`config.mk`:
```
export PLATFORM = sky130hd
export DESIGN_NAME = gpio_irq_port
export DESIGN_NICKNAME = d
export VERILOG_FILES = /design/src/rtl/gpio_pkg.sv /design/src/rtl/gpio_sync.sv /design/src/rtl/gpio_ctrl_regs.sv /design/src/rtl/gpio_irq_cell.sv /design/src/rtl/gpio_irq_port.sv
export SDC_FILE = /design/constraint.sdc
export NUM_CORES = 1
export LEC_CHECK = 0
export BUFFER_PORTS_ARGS = -buffer_cell sky130_fd_sc_hd__buf_2
export CAP_MARGIN = 20
export CORE_UTILIZATION = 55
export CTS_BUF_LIST = sky130_fd_sc_hd__clkbuf_8
export DETAILED_ROUTE_END_ITERATION = 10
export HOLD_SLACK_MARGIN = 0.03
export PLACE_DENSITY = 0.85
export SETUP_SLACK_MARGIN = 0.1
export SYNTH_ARGS = -nofsm -noshare
export SYNTH_HDL_FRONTEND = slang
export SYNTH_SLANG_ARGS = --single-unit
```
`constraint.sdc`:
```
create_clock -name clk -period 1.8 [get_ports clk]
set_input_delay 0.09 -clock clk [delete_from_list [all_inputs] [get_ports clk]]
set_output_delay 0.09 -clock clk [all_outputs]
set_load 0.03 [all_outputs]
```
`src/rtl/gpio_pkg.sv`:
```
package gpio_pkg;

    localparam int GPIO_W      = 16;
    localparam int GPIO_ADDR_W = 3;

    typedef enum logic [GPIO_ADDR_W-1:0] {
        RA_DIR  = 3'd0,
        RA_OUT  = 3'd1,
        RA_PIN  = 3'd2,
        RA_MASK = 3'd3,
        RA_MODE = 3'd4,
        RA_STAT = 3'd5
    } gpio_reg_e;

    typedef enum logic {
        TRIG_LEVEL = 1'b0,
        TRIG_EDGE  = 1'b1
    } trig_e;

    // Mixed readback: output bits show the latch, input bits show the pin.
    function automatic logic [GPIO_W-1:0] pin_view(
        input logic [GPIO_W-1:0] dir,
        input logic [GPIO_W-1:0] latch,
        input logic [GPIO_W-1:0] level
    );
        return (dir & latch) | (~dir & level);
    endfunction

endpackage

```
`src/rtl/gpio_sync.sv`:
```
module gpio_sync #(
    parameter int W      = gpio_pkg::GPIO_W,
    parameter int STAGES = 2
) (
    input  logic         clk,
    input  logic         rst,
    input  logic [W-1:0] din,
    output logic [W-1:0] dout
);
    localparam int LAST = STAGES - 1;

    logic [W-1:0] chain [STAGES];

    always_ff @(posedge clk) begin
        if (rst) chain[0] <= '0;
        else     chain[0] <= din;
    end

    genvar s;
    generate
        for (s = 1; s < STAGES; s++) begin : g_stage
            always_ff @(posedge clk) begin
                if (rst) chain[s] <= '0;
                else     chain[s] <= chain[s-1];
            end
        end
    endgenerate

    assign dout = chain[LAST];

endmodule

```
`src/rtl/gpio_ctrl_regs.sv`:
```
module gpio_ctrl_regs
    import gpio_pkg::*;
#(
    parameter int W      = GPIO_W,
    parameter int ADDR_W = GPIO_ADDR_W
) (
    input  logic              clk,
    input  logic              rst,
    input  logic [ADDR_W-1:0] addr,
    input  logic              wr,
    input  logic [W-1:0]      wdata,
    output logic [W-1:0]      dir,
    output logic [W-1:0]      latch,
    output logic [W-1:0]      mask,
    output logic [W-1:0]      mode,
    output logic [W-1:0]      clr
);
    logic wr_dir, wr_out, wr_mask, wr_mode, wr_stat;

    always_comb begin
        wr_dir  = wr && (addr == RA_DIR);
        wr_out  = wr && (addr == RA_OUT);
        wr_mask = wr && (addr == RA_MASK);
        wr_mode = wr && (addr == RA_MODE);
        wr_stat = wr && (addr == RA_STAT);
        clr     = wr_stat ? wdata : '0;
    end

    always_ff @(posedge clk) begin
        if (rst) begin
            dir   <= '0;
            latch <= '0;
            mask  <= '0;
            mode  <= '0;
        end else begin
            if (wr_dir)  dir   <= wdata;
            if (wr_out)  latch <= wdata;
            if (wr_mask) mask  <= wdata;
            if (wr_mode) mode  <= wdata;
        end
    end


    dir_load_chk: assert property (@(posedge clk) disable iff (rst)
        (wr && addr == RA_DIR) |=> (dir == $past(wdata)));


    pin_write_ignored_chk: assert property (@(posedge clk) disable iff (rst)
        (wr && addr == RA_PIN) |=> ($stable(latch) && $stable(dir) && $stable(mask) && $stable(mode)));

endmodule

```
`src/rtl/gpio_irq_cell.sv`:
```
module gpio_irq_cell
    import gpio_pkg::*;
(
    input  logic clk,
    input  logic rst,
    input  logic level,
    input  logic edge_mode,
    input  logic clr,
    output logic stat
);
    logic  prev;
    logic  sticky;
    logic  rise;
    trig_e trig;

    always_comb begin
        trig = edge_mode ? TRIG_EDGE : TRIG_LEVEL;
        rise = level & ~prev;
        stat = (trig == TRIG_EDGE) ? sticky : level;
    end

    always_ff @(posedge clk) begin
        if (rst) begin
            prev   <= 1'b0;
            sticky <= 1'b0;
        end else begin
            prev <= level;
            if (trig == TRIG_EDGE) sticky <= (sticky & ~clr) | rise;
            else                   sticky <= 1'b0;
        end
    end


    sticky_hold_chk: assert property (@(posedge clk) disable iff (rst)
        (edge_mode && sticky && !clr && $stable(edge_mode)) |=> sticky);


    sticky_clear_chk: assert property (@(posedge clk) disable iff (rst)
        (edge_mode && clr && !rise) |=> !sticky);


    sticky_set_chk: assert property (@(posedge clk) disable iff (rst)
        (edge_mode && rise) |=> sticky);

endmodule

```
`src/rtl/gpio_irq_port.sv`:
```
module gpio_irq_port
    import gpio_pkg::*;
#(
    parameter int W           = GPIO_W,
    parameter int ADDR_W      = GPIO_ADDR_W,
    parameter int SYNC_STAGES = 2
) (
    input  logic              clk,
    input  logic              rst,
    input  logic [ADDR_W-1:0] reg_addr,
    input  logic              reg_wr,
    input  logic [W-1:0]      reg_wdata,
    output logic [W-1:0]      reg_rdata,
    input  logic [W-1:0]      pin_in,
    output logic [W-1:0]      pin_out,
    output logic [W-1:0]      pin_oe,
    output logic              irq
);
    logic [W-1:0] level;
    logic [W-1:0] dir, latch, mask, mode, clr;
    logic [W-1:0] stat;
    logic [W-1:0] rd_next;

    gpio_sync #(.W(W), .STAGES(SYNC_STAGES)) u_sync (
        .clk  (clk),
        .rst  (rst),
        .din  (pin_in),
        .dout (level)
    );

    gpio_ctrl_regs #(.W(W), .ADDR_W(ADDR_W)) u_regs (
        .clk   (clk),
        .rst   (rst),
        .addr  (reg_addr),
        .wr    (reg_wr),
        .wdata (reg_wdata),
        .dir   (dir),
        .latch (latch),
        .mask  (mask),
        .mode  (mode),
        .clr   (clr)
    );

    genvar b;
    generate
        for (b = 0; b < W; b++) begin : g_bit
            gpio_irq_cell u_cell (
                .clk       (clk),
                .rst       (rst),
                .level     (level[b]),
                .edge_mode (mode[b]),
                .clr       (clr[b]),
                .stat      (stat[b])
            );
        end
    endgenerate

    always_comb begin
        case (reg_addr)
            RA_DIR:  rd_next = dir;
            RA_OUT:  rd_next = latch;
            RA_PIN:  rd_next = pin_view(dir, latch, level);
            RA_MASK: rd_next = mask;
            RA_MODE: rd_next = mode;
            RA_STAT: rd_next = stat;
            default: rd_next = '0;
        endcase
    end

    always_ff @(posedge clk) begin
        if (rst) begin
            reg_rdata <= '0;
            irq       <= 1'b0;
        end else begin
            reg_rdata <= rd_next;
            irq       <= |(stat & mask);
        end
    end

    assign pin_out = latch;
    assign pin_oe  = dir;


    masked_quiet_chk: assert property (@(posedge clk) disable iff (rst)
        (mask == '0) |=> !irq);


    reset_state_chk: assert property (@(posedge clk) disable iff (rst)
        $past(rst) |-> (pin_oe == '0 && !irq && reg_rdata == '0));


    oe_tracks_dir_chk: assert property (@(posedge clk) disable iff (rst)
        (reg_wr && reg_addr == RA_DIR) |=> (pin_oe == $past(reg_wdata)));


    unmapped_zero_chk: assert property (@(posedge clk) disable iff (rst)
        (reg_addr > RA_STAT) |=> (reg_rdata == '0));

endmodule

```
==> flow_metrics.py <==
metrics = {
    "place": {
        "port_buffers": 86,
        "dp.cells": 886,
        "place_ws_ns": 0.2585,
        "gp_congestion": 0.8764,
        "dpl.hpwl_mm": 11.00,
    },
    "drt": {
        "wire_per_inst_um": 17.00,
        "vias": 5413,
        "drt_iter0_drc": 482,
        "first_pass_iters": 5,
        "drc": 0,
        "viasPerCell": 5.686,
        "ant_nets": 0,
        "drt-total-wl_mm": 16.19,
    },
    "worst_hold_path": {
        "hold_path_class": "input port to flip-flop",
    },
    "timing": {
        "slew_violations": 0,
        "fin_setup_tns_ns": 0,
        "setup_slack_ns": 0.2743,
        "hold_viol_final": 0,
        "worst_pin_slew_ns": 0.5152,
        "whs_ns": 0.1515,
        "fin_worst_skew_ns": 0.008479,
        "min_period_over_period_pct": 84.76,
        "fmax_ghz": 0.6554,
        "rsz0062_at_grt": "false",
        "max-slew-margin-rel_pct": 65.47,
        "setup_viol": 0,
        "period_minus_slack_ns": 1.526,
    },
    "status": {
        "status": "finished, final reports clean",
    },
    "yosys": {
        "synthTopCellsByCount": "nand2_1 (153), dfxtp_1 (145), a21oi_1 (94)",
        "yosys.area.top_type_share_pct": 48.03,
        "netlist_area_mm2": 0.006043,
        "ys_ff_latch": 145,
        "synth.net_count": 718,
        "synthCells": 680,
        "yosysUniqueCellTypes": 49,
        "yosysMostFrequentCell": "nand2_1",
        "synth_edf_count": 0,
        "avgSynthCellArea_um2": 8.887,
        "synthFlopType": "dfxtp_1",
        "yosys_warnings": 0,
        "ys_seq_area_share_pct": 48.03,
        "async_flop_share_pct": 0,
        "ys_top_cells_by_area": "dfxtp_1 (48%), nand2_1 (9.5%), a21oi_1 (7.8%), nor2b_1 (7.0%), mux2_2 (3.0%)",
        "synth_top_area_cell": "dfxtp_1",
    },
    "die": {
        "fp.dieArea_mm2": 0.01141,
        "initial_core_util_pct": 57.51,
        "boundaryPins": 87,
        "die_w_um": 106.8,
        "die_y_um": 106.8,
        "row_count": 37,
        "core_mm2": 0.01051,
    },
    "clocking": {
        "cts_inserted_buffers": 17,
        "path_clk_slew_ns": 0.07,
        "clock_latency_ns": 0.45,
        "numClockSinks": 145,
        "cts_tree": "yes",
        "cts-root-buf": "clkbuf_8",
        "clockBufferDepth": 2,
        "htree_levels": 4,
        "cts_resized": 0,
    },
    "cells_and_area": {
        "fin_nets": 844,
        "instances_no_fill": 952,
        "antenna_cells": 0,
        "syn_to_final_growth_pct": 20.81,
        "drive_gt1_share_pct": 21.69,
        "n_fill_cell": 788,
    },
    "global_route": {
        "grt_pass1_wl_mm": 25.83,
        "grt_usage_pct": 29.71,
        "antenna_found_initial": 0,
        "overflow": 0,
        "grt_max_degree": 69,
        "grt_pass1_vias": 5125,
    },
    "setup_path": {
        "crit_slowest_cell": "dfxtp_1",
        "reg2reg_slack_ns": 0.27,
        "cp-start-kind": "flip-flop",
        "path_cells": "mux2_2 -> and2_1 -> a2111oi_0 -> a31oi_1",
        "path_max_fanout": 4,
        "critical_path_buf_inv_count": 0,
        "cpPeakStageDelay_ns": 0.38,
        "crit_type": "flip-flop to flip-flop",
        "arrival_ns": 1.85,
        "end_kind": "flip-flop",
        "crit_family": "compound AO/OA/AOI/OAI gates",
        "crit_required_ns": 2.12,
    },
    "run": {
        "maxCapViolations": 0,
    },
    "power": {
        "power.density_mw_per_mm2": 834.9,
        "p_leak_nw": 2.871,
        "vdd_drop_max_mv": 0.6898,
    },
}
[state kept, by name, indices dropped and copies added, names as in the netlist]
register	cells
irq	1
reg_rdata	16
g_bit.u_cell.sticky	16
u_sync.chain	32
u_regs.dir	16
u_regs.latch	16
u_regs.mode	16
u_regs.mask	16
g_bit.u_cell.prev	16
[layout by cell type (no fill, tap or decap), types with 3 or more instances in the layout]
cell type      instances
a211o_1                3
a211oi_1               4
a21o_1                 9
a21oi_1               94
a21oi_2               10
a222oi_1               3
a22oi_1               10
a311o_1                3
a311oi_1               3
a32o_1                 4
and2_1                 4
and3b_1                3
buf_2                 85
buf_4                 29
clkbuf_8              20
clkinv_2               6
dfxtp_1              145
dlygate4sd3_1         37
inv_1                 14
mux2_2                16
mux2i_1               15
nand2_1              153
nand2b_1               4
nand3b_1               8
nor2_1                 7
nor2b_1               68
nor3b_1               18
o21ai_0               10
[worst paths after layout]
kind / startpoint / endpoint / depth (start not counted)
setup / recovery: u_regs.mode[11] / irq / 4
hold / removal: reg_wr / u_regs.mode[0] / 4
setup reg to reg: u_regs.mode[11] / irq / 4
hold reg to reg: u_sync.chain[0][15] / u_sync.chain[1][15] / 1
[power by group]
part	internal, mW	total [mW]	switching, mW
combinational	0.256	0.607	0.351
clock	1.01	2.14	1.13
sequential	3.29	3.35	0.0606
[through the flow]
| stage | power, mW | area (um^2) | utilization [%] |
|---|---|---|---|
| after floorplan | 3.763 | 6043 | - |
| after CTS | 6.112 | 7301 | 69.47 |
| after global routing | 6.326 | 7301 | 69.47 |
| final | 6.095 | 7301 | 69.47 |
| after detailed placement | 3.956 | 6610 | 62.90 |
| after global placement | 3.940 | 6610 | 62.90 |
[kinds of logic after synthesis]
kind of cell,synth area share (%)
and+or+nand+nor,23.54
AOI/OAI and AO/OA,17.81
DFF,48.03
buffers and inverters,5.155
muxes,5.466
[worst min-delay path: cells and delay by family]
kind	cells	cell delay, ns
compound gates	1	0.05
simple gates	2	0.27
buf+inv	1	0.16
[what timing repair did]
action | 4_1_cts | 5_1_grt
hold endpoints to repair | 88 | 0
hold buffers | 37 | 0
buffers inserted | 0 | 0
[cell type report]
cell class / count / area [um^2] / area share (%)
Tap cell: 136 / 170.2 / 2.331
Sequential cell: 145 / 2903 / 39.76
Multi-Input combinational cell: 478 / 2829 / 38.75
Clock buffer: 20 / 275.3 / 3.770
Inverter: 12 / 45.04 / 0.6170
Clock inverter: 9 / 45.04 / 0.6170
Timing Repair Buffer: 152 / 1033 / 14.16
[metal layers]
| layer | vias to the layer above | global-route usage, % | share of wire, % |
|---|---|---|---|
| met2 | 262 | 46.96 | 46 |
| met1 | 2539 | 37.57 | 42 |
| li1 | 2569 | - | - |
| met4 | 0 | 15.95 | 3.6 |
| met5 | - | 0 | 0 |
| met3 | 43 | 6.930 | 7.6 |
(Power assumes the default switching activity.)
